`src/rtl/useq_pkg.sv`:
```
package useq_pkg;
  localparam int STATE_BITS = 4;
  localparam int OP_BITS    = 6;
  localparam int CTRL_BITS  = 13;

  // sequencing field of a microword
  typedef enum logic [1:0] {
    SEQ_ZERO = 2'b00,
    SEQ_DISP = 2'b01,
    SEQ_INC  = 2'b10,
    SEQ_RSVD = 2'b11
  } seq_kind_e;

  // control word, MSB first: bit12 .. bit0
  typedef struct packed {
    logic       pc_branch;
    logic       addr_from_alu;
    logic [1:0] alu_mode;
    logic       imm_sign;
    logic       b_imm;
    logic       dst_rd;
    logic       wb_mem;
    logic       reg_write;
    logic       mem_write;
    logic       mem_read;
    logic       ir_load;
    logic       pc_load;
  } ctrl_t;

  localparam logic [1:0] ALU_ADD  = 2'b00;
  localparam logic [1:0] ALU_SUB  = 2'b01;
  localparam logic [1:0] ALU_OR   = 2'b10;
  localparam logic [1:0] ALU_FUNC = 2'b11;

  // opcodes
  localparam logic [OP_BITS-1:0] OPC_REG   = 6'h00;
  localparam logic [OP_BITS-1:0] OPC_BEQ   = 6'h04;
  localparam logic [OP_BITS-1:0] OPC_ORI   = 6'h0D;
  localparam logic [OP_BITS-1:0] OPC_LOAD  = 6'h23;
  localparam logic [OP_BITS-1:0] OPC_STORE = 6'h2B;

  // state numbers; each path is consecutive
  localparam logic [STATE_BITS-1:0] ST_FETCH   = 4'd0;
  localparam logic [STATE_BITS-1:0] ST_DECODE  = 4'd1;
  localparam logic [STATE_BITS-1:0] ST_BEQ     = 4'd2;
  localparam logic [STATE_BITS-1:0] ST_REG_EX  = 4'd4;
  localparam logic [STATE_BITS-1:0] ST_REG_WB  = 4'd5;
  localparam logic [STATE_BITS-1:0] ST_ORI_EX  = 4'd6;
  localparam logic [STATE_BITS-1:0] ST_ORI_WB  = 4'd7;
  localparam logic [STATE_BITS-1:0] ST_LD_ADR  = 4'd8;
  localparam logic [STATE_BITS-1:0] ST_LD_MEM  = 4'd9;
  localparam logic [STATE_BITS-1:0] ST_LD_WB   = 4'd10;
  localparam logic [STATE_BITS-1:0] ST_ST_ADR  = 4'd11;
  localparam logic [STATE_BITS-1:0] ST_ST_MEM  = 4'd12;
endpackage

```
`src/rtl/useq_rst_sync.sv`:
```
module useq_rst_sync #(
  parameter int STAGES = 2
) (
  input  logic clk,
  input  logic rst_n,
  output logic rst_ok
);
  logic [STAGES-1:0] chain_q;

  generate
    for (genvar i = 0; i < STAGES; i++) begin : g_stage
      always_ff @(posedge clk or negedge rst_n) begin
        if (!rst_n) begin
          chain_q[i] <= 1'b0;
        end else begin
          if (i == 0) chain_q[i] <= 1'b1;
          else        chain_q[i] <= chain_q[(i > 0) ? i-1 : 0];
        end
      end
    end
  endgenerate

  assign rst_ok = chain_q[STAGES-1];
endmodule

```
`src/rtl/useq_dispatch.sv`:
```
module useq_dispatch
  import useq_pkg::*;
#(
  parameter int SW = STATE_BITS,
  parameter int OW = OP_BITS
) (
  input  logic [OW-1:0] opcode,
  output logic [SW-1:0] target
);
  always_comb begin
    case (opcode)
      OPC_REG:   target = ST_REG_EX;
      OPC_ORI:   target = ST_ORI_EX;
      OPC_LOAD:  target = ST_LD_ADR;
      OPC_STORE: target = ST_ST_ADR;
      OPC_BEQ:   target = ST_BEQ;
      default:   target = ST_FETCH;
    endcase
  end
endmodule

```
`src/rtl/useq_ctrl_rom.sv`:
```
module useq_ctrl_rom
  import useq_pkg::*;
#(
  parameter int SW = STATE_BITS
) (
  input  logic [SW-1:0] state,
  output ctrl_t         word,
  output seq_kind_e     kind
);
  always_comb begin
    word = '0;
    kind = SEQ_RSVD;
    case (state)
      ST_FETCH: begin
        word.pc_load  = 1'b1;
        word.ir_load  = 1'b1;
        word.mem_read = 1'b1;
        kind          = SEQ_INC;
      end
      ST_DECODE: kind = SEQ_DISP;
      ST_BEQ: begin
        word.alu_mode  = ALU_SUB;
        word.pc_branch = 1'b1;
        kind           = SEQ_ZERO;
      end
      ST_REG_EX: begin
        word.alu_mode = ALU_FUNC;
        kind          = SEQ_INC;
      end
      ST_REG_WB: begin
        word.reg_write = 1'b1;
        word.dst_rd    = 1'b1;
        kind           = SEQ_ZERO;
      end
      ST_ORI_EX: begin
        word.alu_mode = ALU_OR;
        word.b_imm    = 1'b1;
        kind          = SEQ_INC;
      end
      ST_ORI_WB: begin
        word.reg_write = 1'b1;
        kind           = SEQ_ZERO;
      end
      ST_LD_ADR, ST_ST_ADR: begin
        word.alu_mode = ALU_ADD;
        word.b_imm    = 1'b1;
        word.imm_sign = 1'b1;
        kind          = SEQ_INC;
      end
      ST_LD_MEM: begin
        word.mem_read      = 1'b1;
        word.addr_from_alu = 1'b1;
        kind               = SEQ_INC;
      end
      ST_LD_WB: begin
        word.reg_write = 1'b1;
        word.wb_mem    = 1'b1;
        kind           = SEQ_ZERO;
      end
      ST_ST_MEM: begin
        word.mem_write     = 1'b1;
        word.addr_from_alu = 1'b1;
        kind               = SEQ_ZERO;
      end
      default: kind = SEQ_RSVD;
    endcase
  end
endmodule

```
`src/rtl/useq_next.sv`:
```
module useq_next
  import useq_pkg::*;
#(
  parameter int SW = STATE_BITS
) (
  input  logic [SW-1:0] cur,
  input  seq_kind_e     kind,
  input  logic [SW-1:0] disp_target,
  output logic [SW-1:0] nxt
);
  logic [SW-1:0] inc;

  assign inc = cur + {{(SW-1){1'b0}}, 1'b1};

  always_comb begin
    case (kind)
      SEQ_DISP: nxt = disp_target;
      SEQ_INC:  nxt = inc;
      default:  nxt = '0;   // zero and reserved code both restart fetch
    endcase
  end
endmodule

```
`src/rtl/useq_top.sv`:
```
module useq_top
  import useq_pkg::*;
#(
  parameter int SW   = STATE_BITS,
  parameter int OW   = OP_BITS,
  parameter int SYNC = 2
) (
  input  logic                 clk,
  input  logic                 rst_n,
  input  logic [OW-1:0]        opcode,
  input  logic                 cond,
  output logic [SW-1:0]        state_num,
  output logic [CTRL_BITS-1:0] ctrl_word
);
  logic          rst_ok;
  logic [SW-1:0] state_q;
  logic [SW-1:0] state_d;
  logic [SW-1:0] disp_target;
  ctrl_t         raw_word;
  ctrl_t         out_word;
  seq_kind_e     kind;

  useq_rst_sync #(.STAGES(SYNC)) u_sync (
    .clk    (clk),
    .rst_n  (rst_n),
    .rst_ok (rst_ok)
  );

  useq_ctrl_rom #(.SW(SW)) u_rom (
    .state (state_q),
    .word  (raw_word),
    .kind  (kind)
  );

  useq_dispatch #(.SW(SW), .OW(OW)) u_disp (
    .opcode (opcode),
    .target (disp_target)
  );

  useq_next #(.SW(SW)) u_next (
    .cur         (state_q),
    .kind        (kind),
    .disp_target (disp_target),
    .nxt         (state_d)
  );

  always_ff @(posedge clk or negedge rst_ok) begin
    if (!rst_ok) state_q <= '0;
    else         state_q <= state_d;
  end

  always_comb begin
    out_word           = raw_word;
    out_word.pc_branch = raw_word.pc_branch & cond;
  end

  assign state_num = state_q;
  assign ctrl_word = out_word;


  a_r2_fetch_to_decode: assert property (@(posedge clk) disable iff (!rst_ok)
    state_q == ST_FETCH |=> state_q == ST_DECODE);


  a_r3_dispatch_legal: assert property (@(posedge clk) disable iff (!rst_ok)
    state_q == ST_DECODE |=> (state_q == ST_FETCH || state_q == ST_BEQ ||
      state_q == ST_REG_EX || state_q == ST_ORI_EX ||
      state_q == ST_LD_ADR || state_q == ST_ST_ADR));


  a_r4_step_one: assert property (@(posedge clk) disable iff (!rst_ok)
    (state_q == ST_LD_ADR || state_q == ST_LD_MEM || state_q == ST_ST_ADR ||
     state_q == ST_REG_EX || state_q == ST_ORI_EX)
    |=> state_q == $past(state_q) + 4'd1);


  a_r5_path_end: assert property (@(posedge clk) disable iff (!rst_ok)
    (state_q == ST_BEQ || state_q == ST_REG_WB || state_q == ST_ORI_WB ||
     state_q == ST_LD_WB || state_q == ST_ST_MEM) |=> state_q == ST_FETCH);


  a_r6_store_only: assert property (@(posedge clk) disable iff (!rst_ok)
    ctrl_word[3] |-> state_num == ST_ST_MEM);


  a_r9_branch_in_beq: assert property (@(posedge clk) disable iff (!rst_ok)
    ctrl_word[12] |-> (state_num == ST_BEQ && cond));
endmodule

```
`config.mk`:
```
export PLATFORM = sky130hd
export DESIGN_NAME = useq_top
export DESIGN_NICKNAME = d
export VERILOG_FILES = /design/src/rtl/useq_pkg.sv /design/src/rtl/useq_rst_sync.sv /design/src/rtl/useq_dispatch.sv /design/src/rtl/useq_ctrl_rom.sv /design/src/rtl/useq_next.sv /design/src/rtl/useq_top.sv
export SDC_FILE = /design/constraint.sdc
export NUM_CORES = 1
export LEC_CHECK = 0
export BUFFER_PORTS_ARGS = -buffer_cell sky130_fd_sc_hd__buf_2
export CAP_MARGIN = 15
export CORE_AREA = 2 2 39 41
export CTS_CLUSTER_SIZE = 24
export DETAILED_ROUTE_END_ITERATION = 10
export DIE_AREA = 0 0 41 43
export PLACE_DENSITY = 0.68
export SETUP_SLACK_MARGIN = 0.15
export SKIP_CTS_REPAIR_TIMING = 1
export SYNTH_ARGS = -nofsm -noshare
export SYNTH_HDL_FRONTEND = slang
export SYNTH_SLANG_ARGS = --single-unit
```
`constraint.sdc`:
```
create_clock -name clk -period 1.7 [get_ports clk]
set_clock_uncertainty 0.05 [all_clocks]
set_input_delay 0.085 -clock clk [delete_from_list [all_inputs] [get_ports clk]]
set_output_delay 0.085 -clock clk [all_outputs]
set_load 0.005 [all_outputs]
```
# Word-level counts from Yosys, hierarchy flattened
# Index checks and enable logic that the tools add are counted.
# word_totals
reg_bits	6
in_bits	9
out_inout_bits	17
wordCells	45
# classes
addsub	1
eq_ne	17
mux	14
bitwise	1
reduce_logical	9
# op_table
op	n
$eq A4 B4 Y1 const B	5
$pmux W4 S5	1
$eq A4 B3 Y1 const B	4
$eq A6 B6 Y1 const B	2
$pmux W2 S3	2
$mux W1	9
$pmux W4 S2	1
$eq A6 B3 Y1 const B	1
$eq A6 B4 Y1 const B	1
$logic_not A6 Y1	1
$reduce_or A2 Y1	3
$reduce_or A3 Y1	2
$reduce_or A6 Y1	1
$reduce_or A5 Y1	1
$add A4 B1 Y4 const B	1
$eq A4 B1 Y1 const B	1
$eq A4 B2 Y1 const B	1
$logic_not A4 Y1	1
$eq A2 B1 Y1 const B	1
$eq A2 B2 Y1 const B	1
$mux W2	1
$and A1 B1 Y1	1

# Longest topological paths before layout
# logic_depth
ltp_word	5
ltp_mapped	6
ltp_nobuf	6

# Modules after synthesis
# A second synthesis with hierarchy kept.
# hier_totals
cells_unflattened	65
area_unflattened_um2	583.1
# modules_own_cells
mod	n_inst	cells_each	area_each_um2	seq_area_each_um2
useq_ctrl_rom	1	30	222.7	0.0
useq_next	1	18	130.1	0.0
useq_top	1	5	106.4	100.1
useq_dispatch	1	9	70.1	0.0
useq_rst_sync	1	3	53.8	50.0

# Worst setup path before layout
# Ideal clock, no wire load.
# synth_path
kind	flip-flop to flip-flop
startpoint	reg state_q[0], in the netlist state_num[0]
endpoint	reg state_q[3], in the netlist state_num[3]
setup_time_ps	132
arrival_ps	1290
t_required_ps	1518
setup_slack_ps	228
path_stages_with_launch	6
path_buffers	0
period_less_slack_ps	1472
path_cell_list	dfrtp_1 inv_1 ha_1 o21a_1 nor2_2 o22ai_1
# synth_between
elab_chain_cells	5
elab_cells_between_ends	19
cone_classes	1 x add/sub; 13 x eq/ne; 2 x mux; 3 x reduce/logical
# synth_rtl
item	line_no	rtl
start, declared	useq_top.sv:16	logic [SW-1:0] state_q;
start signal, assigned	useq_top.sv:49	else state_q <= state_d;
$eq A4 B3 Y1, or another cell as far along	useq_ctrl_rom.sv:13	case (state)
$reduce_or A6 Y1 (no source line) / $reduce_or A5 Y1 (equally long branches)	--	
$pmux W2 S3	useq_ctrl_rom.sv:13	
$eq A2 B2 Y1 / $eq A2 B1 Y1 (equally long branches)	useq_next.sv:16	case (kind)
$pmux W4 S2 *	useq_next.sv:16	
named net state_d[3]	useq_top.sv:17	logic [SW-1:0] state_d;
# Mark *: on every way through the listed nets, which the timed path passes. The rest lies on a longest branch.

# Worst setup path in the final report
# layout_path
startpoint	reg state_q[0], in the netlist state_num[0]
endpoint	out ctrl_word[7]
# layout_between
elab_chain_cells	3
elab_cells_between_ends	5
cone_classes	3 x eq/ne; 1 x mux; 1 x reduce/logical
# layout_rtl
item	line_no	rtl
$eq A4 B3 Y1 / $eq A4 B4 Y1 (equally long branches)	useq_ctrl_rom.sv:13	
$reduce_or A3 Y1 (no source line) *	--	
$mux W1 *	useq_ctrl_rom.sv:13	
end, declared	useq_top.sv:13	output logic [CTRL_BITS-1:0] ctrl_word
# Every way passes the cells marked *; elsewhere a longest branch is shown, timed or not.

==> out/metrics.json <==
{
  "clocking": {
    "clkSlewWorstSetupHoldPaths_ns": 0.05,
    "clock-root-buffer": "sky130_fd_sc_hd__clkbuf_4",
    "max-clock-path-buffers": 2,
    "tritoncts": "built",
    "cts_htree_levels": 1,
    "cts-buffers-inserted": 3,
    "clock_sink_count": 6,
    "clock_latency_on_the_worst_skew_pair_ns": 0.24
  },
  "placement": {
    "dp.final_hpwl_microns": 940,
    "gp_routability_congestion": 0.747,
    "post_dp_cell_area_sq_um": 658,
    "buffer_ports.inserted": 25,
    "placed_cells_incl_taps": 101
  },
  "final_layout": {
    "n_antenna_cell": 0,
    "fin_area_sq_um": 761,
    "layout.cells.non_filler": 107,
    "ff_latch_area_sq_um": 155,
    "layout-area-overhead-vs-synth_pct": 41.7,
    "final_nets": 106,
    "multi_input_comb_area_sq_um": 392,
    "final_layout_size_suffix_gt1_share_pct": 57.1,
    "layout.filler_cells": 144
  },
  "worst_setup_path": {
    "end_kind": "output pin",
    "r2r-start": "state_num[0]",
    "cp.required_ns": 1.56,
    "crit_path_start_kind": "flip-flop",
    "path_max_fanout": 6,
    "worst_r2r_setup_slack_ns": 0.21,
    "worst_r2r_endpoint": "state_num[3]",
    "criticalPathCategory": "flip-flop to output pin",
    "worst-endpoint-arrival_ns": 1.42,
    "worst_r2r_path_depth": 5
  },
  "drt": {
    "number_of_vias_per_cell_after_detailed_routing": 5.07,
    "drt_pass1_iterations": 2,
    "drtAntennaViolNets": 0,
    "drt_wl_total_microns": 1240,
    "num_vias": 543,
    "drc": 0,
    "avgRoutedWirePerCell_microns": 11.6,
    "dr.first_iter.drc_count": 1
  },
  "die": {
    "horizontal_die_dimension_microns": 41,
    "io_pins": 26,
    "chipHeight_microns": 43,
    "num_rows": 14,
    "coreArea_sq_um": 1380,
    "design.die.area_sq_um": 1760,
    "starting_density_pct": 38.8
  },
  "yosys": {
    "postSynth.topFlopCell": "sky130_fd_sc_hd__dfrtp_1",
    "synth_async_sr_flop_share_pct": 100,
    "synth_cell_types": 35,
    "postSynthRegisterBits": 6,
    "synthesis.yosys.warnings": 0,
    "sequential_share_of_the_synthesized_area_pct": 28.0,
    "number_of_enable_type_register_cells_in_the_synthesized_netlist": 0,
    "synth_area_per_cell_sq_um": 8.52,
    "mappedNetlistNets": 76,
    "area_of_the_mapped_netlist_sq_um": 537,
    "postSynthCellCount": 63
  },
  "sta": {
    "whs_ns": 0.00153,
    "maxClockFrequency_mhz": 645,
    "setup_violations": 0,
    "final.min_clock_period_ns": 1.55,
    "finalCritPeriodShare_pct": 91.2,
    "fin_tns_setup_ns": 0,
    "maxSlewViolCount": 0,
    "timing.final.hold_violations": 0,
    "rsz0062_at_grt": "true"
  },
  "power": {
    "power.density_cell_area_nw_per_um2": 651,
    "power_leakage_nw": 0.356,
    "worst_ir_drop_vdd_uv": 396
  },
  "grt": {
    "grt_pass1_vias": 470,
    "grt_antenna_before_repair": 0,
    "global_route.usage.total_pct": 15.5,
    "overflow": 0,
    "wire_length_of_the_first_global_routing_pass_microns": 1860,
    "grt_start_max_net_pins": 13
  },
  "status": {
    "run_status": "complete, no violations"
  },
  "worst_hold_path": {
    "timing.hold.worst.class": "flip-flop to async pin"
  },
  "run": {
    "max_cap_violations": 0
  }
}
-- power by group --
part | internal, mW | switching [mW] | total [mW] | leakage (nW)
clock | 0.0796 | 0.0474 | 0.127 | 0.0138
combinational | 0.0983 | 0.0967 | 0.195 | 0.269
sequential | 0.155 | 0.0181 | 0.173 | 0.0728
-- through the flow --
step | total power [mW] | setup slack, ns | utilization [%]
3_3_place_gp | 0.333 | 0.145 | 47.6
6_report | 0.495 | 0.150 | 55.0
4_1_cts | 0.467 | 0.00369 | 49.2
2_1_floorplan | 0.282 | 0.228 | -
5_1_grt | 0.544 | 0.0556 | 55.0
3_5_place_dp | 0.335 | 0.103 | 47.6
-- critical path, stage by stage (launching register included) --
cell and delay [ns]:
sky130_fd_sc_hd__dfrtp_2 0.45, sky130_fd_sc_hd__inv_2 0.10, sky130_fd_sc_hd__ha_4 0.17, sky130_fd_sc_hd__nor2_1 0.05
sky130_fd_sc_hd__nor3_1 0.18, sky130_fd_sc_hd__a21o_1 0.11, sky130_fd_sc_hd__buf_2 0.10
-- cell families (layout without fill, tap and decap cells) --
kind of cell,Yosys count,after routing,share of synthesized area [%]
DFF,6,6,28.0
buffers and inverters,8,36,7.93
and+or+nand+nor,27,27,28.4
other,1,1,0.699
adders and majority gates,4,4,9.32
xor gates and xnor gates,2,2,3.26
muxes,1,1,1.86
AOI/OAI and AO/OA,14,14,20.5
-- layout make-up --
type                            count  share of cell area [%]
Clock buffer                        3                    2.96
Timing Repair Buffer               28                    19.7
Inverter                            5                    2.80
Sequential cell                     6                    20.4
Multi-Input combinational cell     49                    51.5
Tap cell                           16                    2.63
-- state kept, by name, indices dropped and copies added (netlist names) --
signal,count
state_num,4
u_sync.chain_q,1
u_sync.rst_ok,1
-- routing by layer --
layer  share of wire [%]  global-route usage (%)  wire length [microns]  up-vias
met5                   0                       0                      0        -
met4                   0                    6.00                      0        0
met3                 6.0                    4.71                     74        0
met2                  55                    26.9                    685       19
met1                  39                    16.2                    478      250
li1                    -                       -                      -      274
-- worst max path at each step --
| stage | endpoint | depth (start not counted) | slack [ns] | startpoint |
|---|---|---|---|---|
| 3_3_place_gp | state_num[3] | 5 | 0.15 | state_num[0] |
| 2_1_floorplan | state_num[3] | 5 | 0.23 | state_num[0] |
| 3_5_place_dp | state_num[3] | 5 | 0.10 | state_num[0] |
| 5_1_grt | ctrl_word[7] | 6 | 0.06 | state_num[0] |
| 4_1_cts | ctrl_word[7] | 6 | 0.004 | state_num[0] |
| 6_report | ctrl_word[7] | 6 | 0.15 | state_num[0] |
-- cells in the final DEF (no fill, tap or decap), types with 3 or more instances in the layout --
master                     instances
sky130_fd_sc_hd__o21ai_0           3
sky130_fd_sc_hd__clkbuf_4          3
sky130_fd_sc_hd__nor2_1            8
sky130_fd_sc_hd__buf_2            25
sky130_fd_sc_hd__dfrtp_2           4
sky130_fd_sc_hd__nor3_1            3
sky130_fd_sc_hd__inv_2             3
-- cell usage after synthesis, types with 2 or more instances --
cell type,instances,share of area (%)
sky130_fd_sc_hd__and2_1,2,2.3
sky130_fd_sc_hd__dfrtp_1,6,28
sky130_fd_sc_hd__nand3_1,2,1.9
sky130_fd_sc_hd__nor3_1,3,2.8
sky130_fd_sc_hd__a21oi_1,2,1.9
sky130_fd_sc_hd__xnor2_1,2,3.3
sky130_fd_sc_hd__nor2_1,8,5.6
sky130_fd_sc_hd__nand2b_1,2,2.3
sky130_fd_sc_hd__ha_1,4,9.3
sky130_fd_sc_hd__nand4_1,2,2.3
sky130_fd_sc_hd__inv_1,3,2.1
sky130_fd_sc_hd__inv_2,2,1.4
sky130_fd_sc_hd__o21ai_0,3,2.8
Power figures use the tool's default switching activity.
